### src/rtl/dot_shifter_pkg.sv
package dot_shifter_pkg;
  localparam int unsigned DS_LANES  = 8;
  localparam int unsigned DS_STAGES = 6;
  localparam int unsigned DS_GRAY_W = 4;
  localparam int unsigned DS_SYNC_N = 2;

  typedef enum logic {
    SEL_GRAY = 1'b0,
    SEL_DOTS = 1'b1
  } sel_mode_e;
endpackage

### src/rtl/dot_rst_sync.sv
module dot_rst_sync #(
  parameter int unsigned DEPTH = 2
) (
  input  logic clk,
  input  logic rst_n,
  output logic core_rst_n
);
  logic [DEPTH-1:0] sync_q;
  logic [DEPTH-1:0] sync_d;

  always_comb begin
    sync_d = {sync_q[DEPTH-2:0], 1'b1};
  end

  always_ff @(posedge clk or negedge rst_n) begin
    if (!rst_n) sync_q <= '0;
    else        sync_q <= sync_d;
  end

  assign core_rst_n = sync_q[DEPTH-1];
endmodule

### src/rtl/dot_byte_stage.sv
module dot_byte_stage #(
  parameter int unsigned WIDTH = 8
) (
  input  logic             clk,
  input  logic             rst_n,
  input  logic             en,
  input  logic [WIDTH-1:0] d,
  output logic [WIDTH-1:0] q
);
  logic [WIDTH-1:0] q_nxt;

  always_comb begin
    q_nxt = q;
    if (en) q_nxt = d;
  end

  always_ff @(posedge clk or negedge rst_n) begin
    if (!rst_n) q <= '0;
    else        q <= q_nxt;
  end
endmodule

### src/rtl/dot_gray_reg.sv
module dot_gray_reg #(
  parameter int unsigned WIDTH = 4
) (
  input  logic             clk,
  input  logic             rst_n,
  input  logic             load,
  input  logic [WIDTH-1:0] d,
  output logic [WIDTH-1:0] q
);
  logic [WIDTH-1:0] q_nxt;

  always_comb begin
    q_nxt = load ? d : q;
  end

  always_ff @(posedge clk or negedge rst_n) begin
    if (!rst_n) q <= '0;
    else        q <= q_nxt;
  end
endmodule

### src/rtl/dot_shifter_top.sv
module dot_shifter_top
  import dot_shifter_pkg::*;
#(
  parameter int unsigned LANES  = DS_LANES,
  parameter int unsigned STAGES = DS_STAGES,
  parameter int unsigned GRAY_W = DS_GRAY_W
) (
  input  logic                    clk,
  input  logic                    rst_n,
  input  logic [LANES-1:0]        din,
  input  logic                    wr_en,
  input  logic                    dat_sel,
  output logic [LANES*STAGES-1:0] dots,
  output logic [GRAY_W-1:0]       gray_val
);
  localparam int unsigned DOT_W = LANES * STAGES;

  logic      core_rst_n;
  logic      shift_en;
  logic      gray_ld;
  sel_mode_e mode;

  logic [LANES-1:0] chain [STAGES+1];

  dot_rst_sync #(.DEPTH(DS_SYNC_N)) u_rst_sync (
    .clk        (clk),
    .rst_n      (rst_n),
    .core_rst_n (core_rst_n)
  );

  always_comb begin
    mode     = sel_mode_e'(dat_sel);
    shift_en = wr_en && (mode == SEL_DOTS);
    gray_ld  = (mode == SEL_GRAY);
  end

  assign chain[0] = din;

  for (genvar g = 0; g < STAGES; g++) begin : g_stage
    dot_byte_stage #(.WIDTH(LANES)) u_stage (
      .clk   (clk),
      .rst_n (core_rst_n),
      .en    (shift_en),
      .d     (chain[g]),
      .q     (chain[g+1])
    );
    assign dots[g*LANES +: LANES] = chain[g+1];
  end

  dot_gray_reg #(.WIDTH(GRAY_W)) u_gray (
    .clk   (clk),
    .rst_n (core_rst_n),
    .load  (gray_ld),
    .d     (din[GRAY_W-1:0]),
    .q     (gray_val)
  );
endmodule

### config.mk
export PLATFORM = sky130hd
export DESIGN_NAME = dot_shifter_top
export DESIGN_NICKNAME = d
export VERILOG_FILES = /design/src/rtl/dot_shifter_pkg.sv /design/src/rtl/dot_rst_sync.sv /design/src/rtl/dot_byte_stage.sv /design/src/rtl/dot_gray_reg.sv /design/src/rtl/dot_shifter_top.sv
export SDC_FILE = /design/constraint.sdc
export NUM_CORES = 1
export LEC_CHECK = 0
export ABC_AREA = 0
export BUFFER_PORTS_ARGS = -buffer_cell sky130_fd_sc_hd__buf_2
export CAP_MARGIN = 20
export CORE_MARGIN = 8
export CORE_UTILIZATION = 50
export DETAILED_ROUTE_END_ITERATION = 10
export GPL_ROUTABILITY_DRIVEN = 0
export PLACE_DENSITY_LB_ADDON = 0.05
export SYNTH_ARGS = -nofsm -noshare
export SYNTH_HDL_FRONTEND = slang
export SYNTH_SLANG_ARGS = --single-unit
### constraint.sdc
create_clock -name clk -period 4.9 [get_ports clk]
set_input_delay 0.49 -clock clk [delete_from_list [all_inputs] [get_ports clk]]
set_output_delay 0.49 -clock clk [all_outputs]
set_load 0.05 [all_outputs]
---- Word level (Yosys, flattened, before mapping) ----
Cells that the tools add are included.
word-level totals
  flip-flop bits (word level) ............. 54
  bits of input ports ..................... 12
  output and inout port bits .............. 52
cells by class
  reduce and logical (&&, ||, !) cells .... 1
operators with widths
  kind               count
  $logic_and 1x1->1  1

---- Depth between registers and ports, before layout ----
  word-level depth ........................ 1
  depth in mapped cells ................... 4
  gate-level depth less buffers ........... 2

---- Modules after synthesis ----
From an unflattened synthesis, not the netlist that was laid out.
second synthesis, totals
  cell total of the unflattened synthesis .. 115
  area, all modules ....................... 2198.4 um^2
by module, submodules not included
  module           times used  cells an instance  area an instance (um^2)  seq. area each (um^2)
  dot_byte_stage   6           17                 331.6                    200.2
  dot_gray_reg     1           8                  145.1                    100.1
  dot_rst_sync     1           3                  53.8                     50.0
  dot_shifter_top  1           2                  10.0                     0.0

---- Least setup slack after synthesis ----
No wires, ideal clock.
  path kind ............................... input to register
  from .................................... input wr_en
  to ...................................... register g_stage[1].u_stage.q[0]
  setup time .............................. 125 ps
  arrival time ............................ 1149 ps
  slack ................................... 3626 ps
  stages .................................. 4
  path buffers ............................ 2
  cells stage by stage .................... nand2_2 -> buf_6 -> buf_6 -> mux2_4
between the ends
  word-level cells in the longest chain between the ends .. 1
RTL lines
  what                  RTL line               RTL
  from (decl)           dot_shifter_top.sv:11  input logic wr_en,
  $logic_and 1x1->1     dot_shifter_top.sv:33  shift_en = wr_en && (mode == SEL_DOTS);
  to (signal assigned)  dot_byte_stage.sv:19   else q <= q_nxt;
  to (decl)             dot_byte_stage.sv:8    output logic [WIDTH-1:0] q
Every way passes these cells.
A chain may end at the register's enable or synchronous reset.

---- Worst setup path in the final report ----
  from .................................... input dat_sel
  to ...................................... register g_stage[5].u_stage.q[4]
between the ends
  word-level cells in the longest chain between the ends .. 1
RTL lines
  what                  RTL line               RTL
  from (decl)           dot_shifter_top.sv:12  input logic dat_sel,
  $logic_and 1x1->1     dot_shifter_top.sv:33
  to (signal assigned)  dot_byte_stage.sv:19
  to (decl)             dot_byte_stage.sv:8
Every way passes these cells.

==> results.tsv <==
stage	metric	value	unit
place	pre-CTS setup slack	3.111	ns
logic_synthesis	Cell Area, Synth	0.002066	mm2
setup_path	WP data required	5.09	ns
drt	TritonRoute pass-1 iters	2	
logic_synthesis	Net Count, Synth	125	
timing	Max-slew headroom	0.5430	
cts	clock transition at the registers of the reported paths	0.09	ns
layout	Syn-to-layout area delta	23.38	%
logic_synthesis	largest family of logic cells by synthesized area	multiplexers	
setup_path	R2R cell count	1	
setup_path	crit-path max FO	48	
floorplan	IO Count	64	
floorplan	die area	0.006444	mm2
global_routing	antenna violations before repair	0	
place	Inst Count DP	222	
global_routing	met1 GRT Util	0.1448	
timing	Clock Skew	0.005812	ns
cts	clock latency on the worst-skew pair	0.30	ns
timing	RSZ-0062 raised after global routing	no	
global_routing	GRT Total Usage	0.1202	
drt	Total Wirelength	3656	um
cts	Clock Path Buffers	2	
global_routing	total gr overflow	0	
timing	Min Clock Period, post-route	1.475	ns
cts	CTS tree	yes	
drt	DRC	0	
logic_synthesis	Synth top area share	0.6541	
global_routing	gr busiest metal	met2	
global_routing	global-route wire length before repair	6044	um
setup_path	critical path class	in -> reg	
job	number of max-cap violations	0	
min_path	path type of the worst min-delay path	reg -> async	
logic_synthesis	Adder-Cell Fraction of Synth Area	0	
logic_synthesis	Mean Syn Cell Area	18.28	um2
setup_path	CP Capture Type	flip-flop	
setup_path	Worst Setup Start Kind	input port	
pwr	Max VDD drop	0.3934	mV
cts	clock root cell	clkbuf_8	
logic_synthesis	Post-Synthesis Cells	113	
timing	Hold Fails Final Rpt	0	
cts	clock sink count	54	
layout	Layout Cells excl Fill	232	
timing	Setup violations, final	0	
layout	Layout Nets	193	
logic_synthesis	Yosys top cell by area	dfrtp_1	
setup_path	Reg-to-Reg End	g_stage[3].u_stage.q[0]	
setup_path	Worst Path Arrival	1.66	ns
logic_synthesis	mux share of post-synthesis cell area	0.3198	
timing	fmax	0.6782	GHz
logic_synthesis	Synth Area in Compound Gates	0	
logic_synthesis	sequential area share after synthesis	0.6541	
cts	H-tree depth	2	
floorplan	core area	0.004000	mm2
drt	Via density	4.862	
run_status	outcome	finished, final reports clean	
setup_path	R2R setup slack	4.10	ns
timing	Tcrit/Tclk final	0.3009	
pwr	P_leak	1.296	nW
logic_synthesis	Unique masters post-synth	7	
floorplan	num rows	23	
timing	max-slew violations	0	
layout	Fill cells	326	
setup_path	worst-path cell chain	buf_2 > nand2_2 > buf_4 > mux2_2	
setup_path	CP max stage cell	buf_4	
layout	diodes inserted	0	
global_routing	met3 Use GR	0.05246	
cts	CTS Buf Count	5	
drt	final antenna-violating net count	0	
floorplan	Initial Utilization	0.5164	
timing	Worst-Margin Slew	0.6856	ns
cts	Post-CTS Setup Bufs	0	
layout	layout cells sized above 1	0.6978	
logic_synthesis	top cells by area, synth	dfrtp_1 (65%), mux2_2 (17%), mux2_4 (15%)	
logic_synthesis	xor/xnor share of the synthesized area	0	
place	port bufs	63	
global_routing	M2 GR Usage	0.1795	
logic_synthesis	yosys warns	0	
setup_path	worst stage delay on the critical path	0.55	ns
floorplan	Die Height	80.28	um
timing	Final TNS setup	0	ns
setup_path	RR Startpoint	g_stage[2].u_stage.q[0]	
logic_synthesis	Seq cells post-synth	54	
logic_synthesis	post-synthesis simple-gate area fraction	0.003028	
timing	post-route setup slack	3.425	ns
floorplan	die width	80.28	um
drt	initial drt markers	51	
global_routing	largest net degree at the start of global routing	53	
pwr	PD cells	725.0	mW/mm2
place	detailed placement HPWL	2652	um
drt	Vias	1128	
global_routing	vias in the first global route	1257	
drt	drt wl/cell	15.76	um
[metal layers]
layer,vias up,part of all wire
met5,-,0
met4,0,0.013
met3,5,0.10
met2,44,0.45
met1,551,0.44
li1,528,-
[cells in the final DEF, fill, tap and decap left out]
master and instances:
conb_1 1, buf_2 63, clkbuf_8 8, dlygate4sd3_1 1, buf_12 1, buf_4 1
dfrtp_2 1, mux2_4 20, nand2_2 1, mux2_2 32, dfrtp_1 53
[through the flow]
stage | total power (W) | instance area (um2) | hold WS (ns) | utilization
after CTS | 0.001871 | 2529 | 0.3660 | 0.6322
after floorplan | 0.001384 | 2066 | 0.1944 | -
after detailed placement | 0.001596 | 2409 | 0.2815 | 0.6021
after global routing | 0.001943 | 2549 | 0.2174 | 0.6372
final | 0.001848 | 2549 | 0.1864 | 0.6372
after global placement | 0.001574 | 2409 | 0.2738 | 0.6021
[layout make-up]
type	count	area (um2)	area share
sequential	54	1353	0.5307
multi-input combinational	54	670.6	0.2631
timing repair buffer	66	352.8	0.1384
clock buffer	8	110.1	0.04320
tap	50	62.56	0.02455
[worst max-delay path by stage]
stage / slack (ns) / endpoint / depth (start not counted) / start
after CTS: 3.42 / dots[16] / 1 / g_stage[2].u_stage.q[0]
after global routing: 3.37 / dots[16] / 1 / g_stage[2].u_stage.q[0]
after global placement: 3.14 / g_stage[0].u_stage.q[6] / 4 / dat_sel
final: 3.43 / g_stage[5].u_stage.q[4] / 4 / dat_sel
after floorplan: 3.29 / g_stage[0].u_stage.q[0] / 0 / u_rst_sync.sync_q[1]
after detailed placement: 3.11 / g_stage[5].u_stage.q[7] / 4 / dat_sel
[power by group]
group	leakage, nW	total, W	internal, W	switching [W]
registers	0.642	0.000690	0.000591	0.0000992
logic	0.596	0.000883	0.000246	0.000636
clock network	0.0575	0.000275	0.000143	0.000132
total	1.30	0.00185	0.000980	0.000868
[cells by family (layout without fill, tap and decap cells)]
family | after synthesis | in the layout
flip-flops | 54 | 54
buffers and inverters | 5 | 74
AND/OR/NAND/NOR | 1 | 1
multiplexers | 52 | 52
other | 1 | 1
[cell usage after synthesis]
cell type / instances
dfrtp_1: 54
mux2_2: 32
mux2_4: 20
buf_6: 3
buf_2: 2
conb_1: 1
nand2_2: 1
[state kept, by name (all words and copies together) (netlist names)]
signal,flops
g_stage.u_stage.q,48
u_gray.q,4
u_rst_sync.sync_q,2
[critical path, delay by kind of cell]
family	cells	cell delay, ns
buffers and inverters	2	0.69
AND/OR/NAND/NOR	1	0.06
multiplexers	1	0.41
[repair_timing]
item,4_1_cts,5_1_grt
gates resized for setup,0,0
hold buffers,1,0
endpoints found under the hold margin,2,0
Power figures use the tool's default switching activity.
